--- src/rtl/imr_pkg.sv ---
package imr_pkg;

    localparam int LEVELS   = 4;
    localparam int LVL_W    = $clog2(LEVELS);
    localparam int OPC_W    = 5;
    localparam int RSEL_W   = 3;
    localparam int MODF_W   = 8;
    localparam int INSTR_W  = OPC_W + RSEL_W + MODF_W;

    localparam logic [OPC_W-1:0]  OPC_MASKOP = 5'b10110;
    localparam logic [MODF_W-1:0] MODF_AND   = 8'h08;
    localparam logic [MODF_W-1:0] MODF_OR    = 8'h09;
    localparam logic [RSEL_W-1:0] RSEL_ACC   = '0;

    typedef enum logic [1:0] {
        MOP_NONE = 2'd0,
        MOP_AND  = 2'd1,
        MOP_OR   = 2'd2
    } mask_op_e;

    // Field order follows the instruction word, MSB first.
    typedef struct packed {
        logic [OPC_W-1:0]  opc;
        logic [RSEL_W-1:0] rsel;
        logic [MODF_W-1:0] modf;
    } instr_t;

    typedef struct packed {
        mask_op_e          op;
        logic [RSEL_W-1:0] rsel;
    } dec_t;

    // Register bit i (MSB numbering) sits at port bit LEVELS-1-i.
    function automatic logic [LEVELS-1:0] to_level_order(input logic [LEVELS-1:0] v);
        logic [LEVELS-1:0] r;
        for (int i = 0; i < LEVELS; i++) begin
            r[i] = v[LEVELS-1-i];
        end
        return r;
    endfunction

    function automatic logic next_bit(input mask_op_e op, input logic cur, input logic opb);
        logic r;
        case (op)
            MOP_AND: r = cur & opb;
            MOP_OR:  r = cur | opb;
            default: r = cur;
        endcase
        return r;
    endfunction

endpackage

--- src/rtl/imr_decode.sv ---
module imr_decode
    import imr_pkg::*;
(
    input  logic   valid,
    input  instr_t word,
    output dec_t   dec
);

    logic opc_hit;

    always_comb begin
        opc_hit  = valid && (word.opc == OPC_MASKOP);
        dec.rsel = word.rsel;
        dec.op   = MOP_NONE;
        if (opc_hit) begin
            case (word.modf)
                MODF_AND: dec.op = MOP_AND;
                MODF_OR:  dec.op = MOP_OR;
                default:  dec.op = MOP_NONE;
            endcase
        end
    end

endmodule

--- src/rtl/imr_mask_reg.sv ---
module imr_mask_reg
    import imr_pkg::*;
#(
    parameter int NLVL = LEVELS
) (
    input  logic            clk,
    input  logic            rst,
    input  mask_op_e        op,
    input  logic [NLVL-1:0] opnd_lvl,
    input  logic            set_summary,
    output logic [NLVL-1:0] mask,
    output logic            summary
);

    logic executing;
    assign executing = (op != MOP_NONE);

    genvar g;
    generate
        for (g = 0; g < NLVL; g++) begin : g_bit
            always_ff @(posedge clk) begin
                if (rst) begin
                    mask[g] <= 1'b0;
                end else if (executing) begin
                    mask[g] <= next_bit(op, mask[g], opnd_lvl[g]);
                end
            end
        end
    endgenerate

    always_ff @(posedge clk) begin
        if (rst) begin
            summary <= 1'b1;
        end else if (executing) begin
            summary <= 1'b0;
        end else if (set_summary) begin
            summary <= 1'b1;
        end
    end

endmodule

--- src/rtl/imr_prio.sv ---
module imr_prio #(
    parameter int NLVL = 4,
    localparam int LW  = (NLVL > 1) ? $clog2(NLVL) : 1
) (
    input  logic [NLVL-1:0] req,
    input  logic [NLVL-1:0] enable,
    input  logic            block,
    output logic            hit,
    output logic [LW-1:0]   level
);

    logic [NLVL-1:0] live;

    assign live = block ? '0 : (req & enable);

    always_comb begin
        hit   = 1'b0;
        level = '0;
        for (int i = NLVL - 1; i >= 0; i--) begin
            if (live[i]) begin
                hit   = 1'b1;
                level = LW'(i);
            end
        end
    end

endmodule

--- src/rtl/imr_unit.sv ---
module imr_unit
    import imr_pkg::*;
(
    input  logic               clk,
    input  logic               rst,
    input  logic               instr_valid,
    input  logic [INSTR_W-1:0] instr,
    input  logic [LEVELS-1:0]  acc_top,
    input  logic [LEVELS-1:0]  idx_top,
    output logic [RSEL_W-1:0]  reg_sel,
    input  logic               set_summary,
    input  logic [LEVELS-1:0]  irq_req,
    output logic [LEVELS-1:0]  mask_out,
    output logic               summary_out,
    output logic               mask_busy,
    output logic               irq_out,
    output logic [LVL_W-1:0]   irq_level
);

    instr_t            word;
    dec_t              dec;
    logic [LEVELS-1:0] opnd_raw;
    logic [LEVELS-1:0] opnd_lvl;
    logic [LEVELS-1:0] mask_q;
    logic              summary_q;

    assign word = instr_t'(instr);

    imr_decode u_dec (
        .valid (instr_valid),
        .word  (word),
        .dec   (dec)
    );

    assign reg_sel   = dec.rsel;
    assign opnd_raw  = (dec.rsel == RSEL_ACC) ? acc_top : idx_top;
    assign opnd_lvl  = to_level_order(opnd_raw);
    assign mask_busy = (dec.op != MOP_NONE);

    imr_mask_reg #(.NLVL(LEVELS)) u_mreg (
        .clk         (clk),
        .rst         (rst),
        .op          (dec.op),
        .opnd_lvl    (opnd_lvl),
        .set_summary (set_summary),
        .mask        (mask_q),
        .summary     (summary_q)
    );

    imr_prio #(.NLVL(LEVELS)) u_prio (
        .req    (irq_req),
        .enable (mask_q),
        .block  (summary_q | mask_busy),
        .hit    (irq_out),
        .level  (irq_level)
    );

    assign mask_out    = mask_q;
    assign summary_out = summary_q;

endmodule

--- config.mk ---
export PLATFORM = sky130hd
export DESIGN_NAME = imr_unit
export DESIGN_NICKNAME = d
export VERILOG_FILES = /design/src/rtl/imr_pkg.sv /design/src/rtl/imr_decode.sv /design/src/rtl/imr_mask_reg.sv /design/src/rtl/imr_prio.sv /design/src/rtl/imr_unit.sv
export SDC_FILE = /design/constraint.sdc
export NUM_CORES = 1
export LEC_CHECK = 0
export BUFFER_PORTS_ARGS = -buffer_cell sky130_fd_sc_hd__clkbuf_2
export CAP_MARGIN = 20
export CORE_MARGIN = 3
export CORE_UTILIZATION = 30
export CTS_CLUSTER_DIAMETER = 40
export CTS_CLUSTER_SIZE = 30
export DETAILED_ROUTE_END_ITERATION = 10
export PLACE_DENSITY = 0.72
export SLEW_MARGIN = 40
export SYNTH_ARGS = -nofsm -noshare
export SYNTH_HDL_FRONTEND = slang
export SYNTH_SLANG_ARGS = --single-unit
--- constraint.sdc ---
create_clock -name clk -period 3.1 [get_ports clk]
set_clock_uncertainty 0.1 [all_clocks]
set_input_delay 0.155 -clock clk [delete_from_list [all_inputs] [get_ports clk]]
set_output_delay 0.155 -clock clk [all_outputs]
set_load 0.02 [all_outputs]
==> metrics.md, run 1 <==
| Metric | Value |
|---|---|
| Hold-fix buffers, CTS | 0 |
| FF+latch count, synth | 5 |
| Tot Pwr | 0.1772 mW |
| Maximum VDD drop | between 0.15 and 0.2 mV |
| Worst EP required | around 2.8 ns |
| TritonCTS buffer count | 3 |
| Post-CTS Setup Bufs | 0 |
| Final max-slew violation count | 0 |
| PD cells | 276.6 nW/µm² |
| Clock sink count | 5 |
| WP buf/inv | 2 |
| Ys flop type | dfxtp_1 |
| CTS Buffer Depth | 2 |
| Area share of the largest cell type after synthesis | between 20% and 30% |
| ANT nets after route | 0 |
| # fillers | about 120 |
| All-Layer GR Usage | about 14% |
| Row count | 12 |
| Vias in the first global route | a little over 500 |
| Worst Path Arrival | 1.39 ns |
| Synth top area cells | dfxtp_1, a22oi_1, a211oi_1 |
| Synth top cells by count | nand2_1, a22oi_1, dfxtp_1 |
| Post-synth EDFFs | 0 |
| Slew margin rel. | 78.98% |
| LEAKAGE | about 0.31 nW |
| FMAX | a little over 600 MHz |
| Fin crit period | roughly 1.6 ns |
| Congestion Overflow GR | 0 |
| Synthesis Warnings | 0 |
| Avg Vias per Cell | just over 5 |
| Max stage delay on crit path | ~0.27 ns |
| Die width | 42.71 µm |
| Synth Net Count | 84 |
| Initial DRT Pass Iterations | 4 |
| Post-CTS sizing | 0 |
| Slew @ Worst Pin | 0.3110 ns |
| CP delay by family, top | simple AND/OR/NAND/NOR gates |
| Input/output buffers | 43 |
| Vias | between 500 and 600 |
| Detailed Place HPWL | 1.049 mm |
| Wire per inst | about 11 µm |
| Status | finished, final reports clean |
| Post-synthesis sequential area ratio | around 25% |
| CTS tree | yes |
| Multi-input logic area | roughly 280 µm² |
| Final WL | 1.204 mm |
| Area Overhead vs Synth | 58.51% |
| Setup Crit Path Kind | in -> out |
| Core region area | 1186 µm² |
| First-pass GRT wire length | slightly above 2 mm |
| Max Cap Viol | 0 |
| Pin count of the biggest net entering global routing | 6 |
| Crit path capture type | output port |
| Starting density of the core | between 30% and 40% |
| Setup_tns | 0 ns |
| Final hold slack | about 0.037 ns |
| Syn Area/Cell | a little over 8 µm² |
| Worst Setup Start Kind | input port |
| Placed Area | approximately 610 µm² |
| Largest area contributor in the netlist | dfxtp_1 |
| DRC Markers | 0 |
| CTS root buf | clkbuf_4 |
| Period utilisation layout | a little over half |
| Initial DRC count | 31 |
| Layout cell share with drive strength beyond 1 | about half |
| Netlist cell types | 21 |
| NumNets Final | around 130 |
| FF+latch area | roughly 100 µm² |
| Total die area | approximately 1800 µm² |
| Final hold violation count | 0 |
| Ys async rst share | 0% |
| CP cell instances | clkbuf_2 -> nand4b_1 -> nor3_1 -> nand3_1 -> ha_1 -> nand2b_1 -> nor3_1 -> clkbuf_2 |
| Die H | between 40 and 50 µm |
| RSZ-0062 raised after global routing | false |
| CTS clk-pin slew, worst paths | 0.05 ns |
| Most common cell in the netlist | nand2_1 |
| Antenna violations before repair | 0 |
| HP Class | in -> reg |
| Mapped Area | roughly 400 µm² |
| Crit path max fanout | 3 |
| H-tree levels | 1 |
| Clk Latency, worst-skew pair | about 0.24 ns |
| N_diodes | 0 |
| Final Setup Violations | 0 |
| Post-Synthesis Cells | 50 |
| Top Ports | 44 |
| Post-route cell area | around 640 µm² |
| RePlAce Congestion | between 0.7 and 0.8 |
| Critical Path Slowest Stage Cell | ha_1 |
cells by family (layout without fill, tap and decap cells):
logic type,count (synthesis),in the layout,share of synthesized area (%)
and+or+nand+nor,23,23,35.92
DFF,5,5,24.77
buffers and inverters,4,48,6.500
AOI/OAI and AO/OA,16,16,26.63
adders and majority gates,2,2,6.191
metal layers:
| layer | share of wire (%) | global-route usage, % | vias up | wire length [µm] |
|---|---|---|---|---|
| met5 | 0 | 0 | - | 0 |
| met4 | 1.4 | 3.727 | 0 | 17 |
| met3 | 9.7 | 3.814 | 2 | 117 |
| met2 | 47 | 23.05 | 25 | 569 |
| met1 | 41 | 18.62 | 243 | 499 |
| li1 | - | - | 283 | - |
worst paths after layout:
kind	start	to	slack [ns]	depth (start not counted)
max	instr[14]	irq_level[1]	1.45	8
min	idx_top[1]	u_mreg.mask[2]	0.04	3
max reg2reg	u_mreg.mask[2]	u_mreg.mask[2]	2.18	2
min reg2reg	u_mreg.summary	u_mreg.summary	0.41	2
where the power goes:
group	switching, mW	total [mW]	internal, mW
Combinational	0.0155	0.0348	0.0193
Sequential	0.000000910	0.0645	0.0645
Clock	0.0290	0.0778	0.0488
area by class of cell:
| type | count | share of cell area [%] |
|---|---|---|
| multi-input combinational | 41 | 43.36 |
| timing repair buffer | 43 | 33.59 |
| sequential | 5 | 15.63 |
| clock buffer | 4 | 4.102 |
| tap | 14 | 2.734 |
| inverter | 1 | 0.5859 |
through the flow:
step	instances	worst slack [ns]	utilization (%)
after floorplan	50	1.508	-
after global placement	104	1.317	51.79
after detailed placement	104	1.282	51.79
after CTS	108	1.440	54.01
after global routing	108	1.262	54.01
final	108	1.451	54.01
state kept, by name, summed over array words and instances, names as in the netlist:
signal / count
u_mreg.mask: 4
u_mreg.summary: 1
worst register-to-register path, cell delays in order (launching register included):
cell      delay [ns]
dfxtp_1         0.41
a22oi_1         0.10
a211oi_1        0.24
layout by cell type (no fill, tap or decap):
master,count
inv_1,1
clkbuf_1,1
nor3_4,1
and3_1,1
nand2b_1,3
nand3_1,3
o21ai_0,1
nor4b_2,1
clkbuf_2,43
a211oi_1,4
dfxtp_1,5
a22oi_1,5
nand2_1,8
nor3_1,2
a221oi_1,1
nor4b_1,1
a31oi_1,1
a21oi_1,4
clkbuf_4,3
or3_1,1
nand4b_1,1
ha_1,2
nor4bb_1,1
Note: power is estimated with default switching activity, not from simulation.
==> inputs of run 2 (changes only) <==
==> constraint.sdc (replaced) <==
create_clock -name clk -period 1.52 [get_ports clk]
set_clock_uncertainty 0.1 [all_clocks]
set_input_delay 0.076 -clock clk [delete_from_list [all_inputs] [get_ports clk]]
set_output_delay 0.076 -clock clk [all_outputs]
set_load 0.02 [all_outputs]
==> metrics.md, run 2 (synthesized netlist as in run 1, its figures left out) <==
| Metric | Value |
|---|---|
| Layout cell share with drive strength beyond 1 | 58.82% (+7.8 points) |
| Clock sink count | 5 (unchanged) |
| HP Class | in -> reg |
| Fin crit period | ~1.5 ns |
| Worst Path Arrival | 1.33 ns (-0.06 ns) |
| Period utilisation layout | between 90% and 100% |
| LEAKAGE | 0.3778 nW (+20%) |
| Top Ports | 44 (unchanged) |
| H-tree levels | 1 (unchanged) |
| Row count | 12 (unchanged) |
| CP Launch Point | instr[1] |
| Crit path capture type | output port |
| DRC Markers | 0 (unchanged) |
| Biggest regs | u_mreg.mask (4), u_mreg.summary (1) |
| Antenna violations before repair | 0 (unchanged) |
| CTS Buffer Depth | 2 (unchanged) |
| Worst EP required | 1.34 ns (-1.50 ns) |
| FMAX | between 600 and 700 MHz |
| RSZ-0062 raised after global routing | true |
| Final hold slack | 0.08232 ns (+0.04551 ns) |
| All-Layer GR Usage | 16.23% (+1.9 points) |
| Hold path start | acc_top[0] |
| Worst Setup Start Kind | input port |
| Area Overhead vs Synth | 97.21% |
| Input/output buffers | 43 (unchanged) |
| Hold Path Sink | u_mreg.mask[3] |
| CTS clk-pin slew, worst paths | 0.05 ns (about the same) |
| ANT nets after route | 0 (unchanged) |
| CTS tree | yes |
| Max Cap Viol | 0 (unchanged) |
| Initial DRC count | 18 (-42%) |
| Post-CTS Setup Bufs | 0 (unchanged) |
| Worst r2r path cells | 2 (unchanged) |
| Initial DRT Pass Iterations | 4 (unchanged) |
| Pre-CTS setup slack | -0.2079 ns (-1.490 ns) |
| Tot Pwr | 0.3847 mW (+120%) |
| NumNets Final | 137 (+6.2%) |
| Most common cell after layout, fill and taps aside | clkbuf_2 |
| Final Setup Violations | 0 (unchanged) |
| First-pass GRT wire length | 2.263 mm (+10%) |
| Slew margin rel. | 64.89% (-14 points) |
| R2r endpoint | u_mreg.mask[0] |
| Wire per inst | 12.77 µm (+15%) |
| Detailed Place HPWL | 1.110 mm (+5.9%) |
| RePlAce Congestion | 0.7855 (+1.2%) |
| Starting density of the core | 34.07% (unchanged) |
| Avg Vias per Cell | 5.233 (+2.2%) |
| TritonCTS buffer count | 3 (unchanged) |
| Hold depth | 3 (unchanged) |
| Final hold violation count | 0 (unchanged) |
| Placed cell count | 106 (+1.9%) |
| Setup_tns | 0 ns (unchanged) |
| CTS root buf | clkbuf_4 |
| N_diodes | 0 (unchanged) |
| Vias | 607 (+9.8%) |
| Core region area | 1186 µm² (unchanged) |
| Final cell count without fillers | 116 (+7.4%) |
| Congestion Overflow GR | 0 (unchanged) |
| Most frequent cells in the layout | clkbuf_2, nand2_1, dlygate4sd3_1, a22oi_1 |
| Worst setup margin | 0.01694 ns (-1.434 ns) |
| Total die area | 1824 µm² (unchanged) |
| Pin count of the biggest net entering global routing | 6 (unchanged) |
| Slew @ Worst Pin | 0.5196 ns (+0.2086 ns) |
| Largest register FFs | 4 (unchanged) |
| R2R setup slack | 0.59 ns (-1.59 ns) |
| Maximum VDD drop | 0.3436 mV (+96%) |
| Crit path max fanout | 3 (unchanged) |
| Final WL | 1.481 mm (+23%) |
| PD cells | 482.7 nW/µm² (+75%) |
| Final max-slew violation count | 0 (unchanged) |
| # fillers | 105 (-14%) |
| Setup Crit Path Kind | in -> out |
| Die width | 42.71 µm (unchanged) |
| Die H | 42.71 µm (unchanged) |
| Vias in the first global route | 567 (+9.5%) |
| Largest Register | u_mreg.mask |
| Status | finished, final reports clean |
| R2R Path Start | u_mreg.mask[0] |
| Clk Latency, worst-skew pair | 0.25 ns (about the same) |
run 2: cell count changes in the layout (fill, tap and decap cells not counted), moves of 2 or more:
cell | previous run | this run
nand3_2 | 0 | 2
buf_4 | 0 | 4
nand2b_4 | 0 | 2
clkbuf_2 | 43 | 41
nor3_1 | 2 | 0
nand2b_1 | 3 | 1
nand3_1 | 3 | 1
dlygate4sd3_1 | 0 | 6
run 2: how the worst max path moves through the flow:
stage                     end  slack, ns  cells past startpoint
6_report         irq_level[0]       0.02                      7
3_5_place_dp   u_mreg.mask[2]      -0.21                      8
2_1_floorplan  u_mreg.mask[2]      0.007                      7
4_1_cts          irq_level[1]       0.01                      8
5_1_grt          irq_level[0]      -0.06                      7
3_3_place_gp   u_mreg.mask[2]      -0.13                      7
run 2: worst max-delay path, cell delays in order:
cell,delay (ns)
clkbuf_2,0.10
nor4bb_1,0.50
nand3_2,0.16
ha_4,0.21
nand2b_4,0.08
a221oi_2,0.04
buf_4,0.17
run 2: power by group:
group          switching (mW)  total [mW]  internal [mW]  leakage [nW]
Combinational          0.0392      0.0906         0.0513         0.322
Sequential         0.00000226       0.132          0.132        0.0408
Clock                  0.0628       0.163         0.0997        0.0150
run 2: stage by stage:
step           utilization [%]  cell area, µm²
4_1_cts                  60.34           715.7
6_report                 67.19           797.0
3_5_place_dp             53.06           629.4
2_1_floorplan                -           404.1
3_3_place_gp             53.06           629.4
5_1_grt                  67.19           797.0
run 2: what timing repair did:
item                                    4_1_cts  5_1_grt
endpoints found under the setup margin        0        8
endpoints found under the hold margin         5        0
resized for setup                             0       17
hold buffers                                  6        0
run 2: cell type report:
class / instances / area [µm²] / area share, %
Multi-Input combinational cell: 41 / 352.8 / 44.27
Timing Repair Buffer: 51 / 295.3 / 37.05
Sequential cell: 5 / 101.3 / 12.72
Clock buffer: 4 / 26.28 / 3.297
Tap cell: 14 / 17.52 / 2.198
Inverter: 1 / 3.754 / 0.4710
run 2: per-layer routing:
layer  global-route usage (%)  wire length, µm  part of all wire, %  up-vias
li1                         -                -                    -      296
met1                    19.18              566                   38      277
met2                    27.25              785                   53       30
met3                    3.814              106                  7.2        4
met4                    7.453               23                  1.6        0
met5                        0                0                    0        -
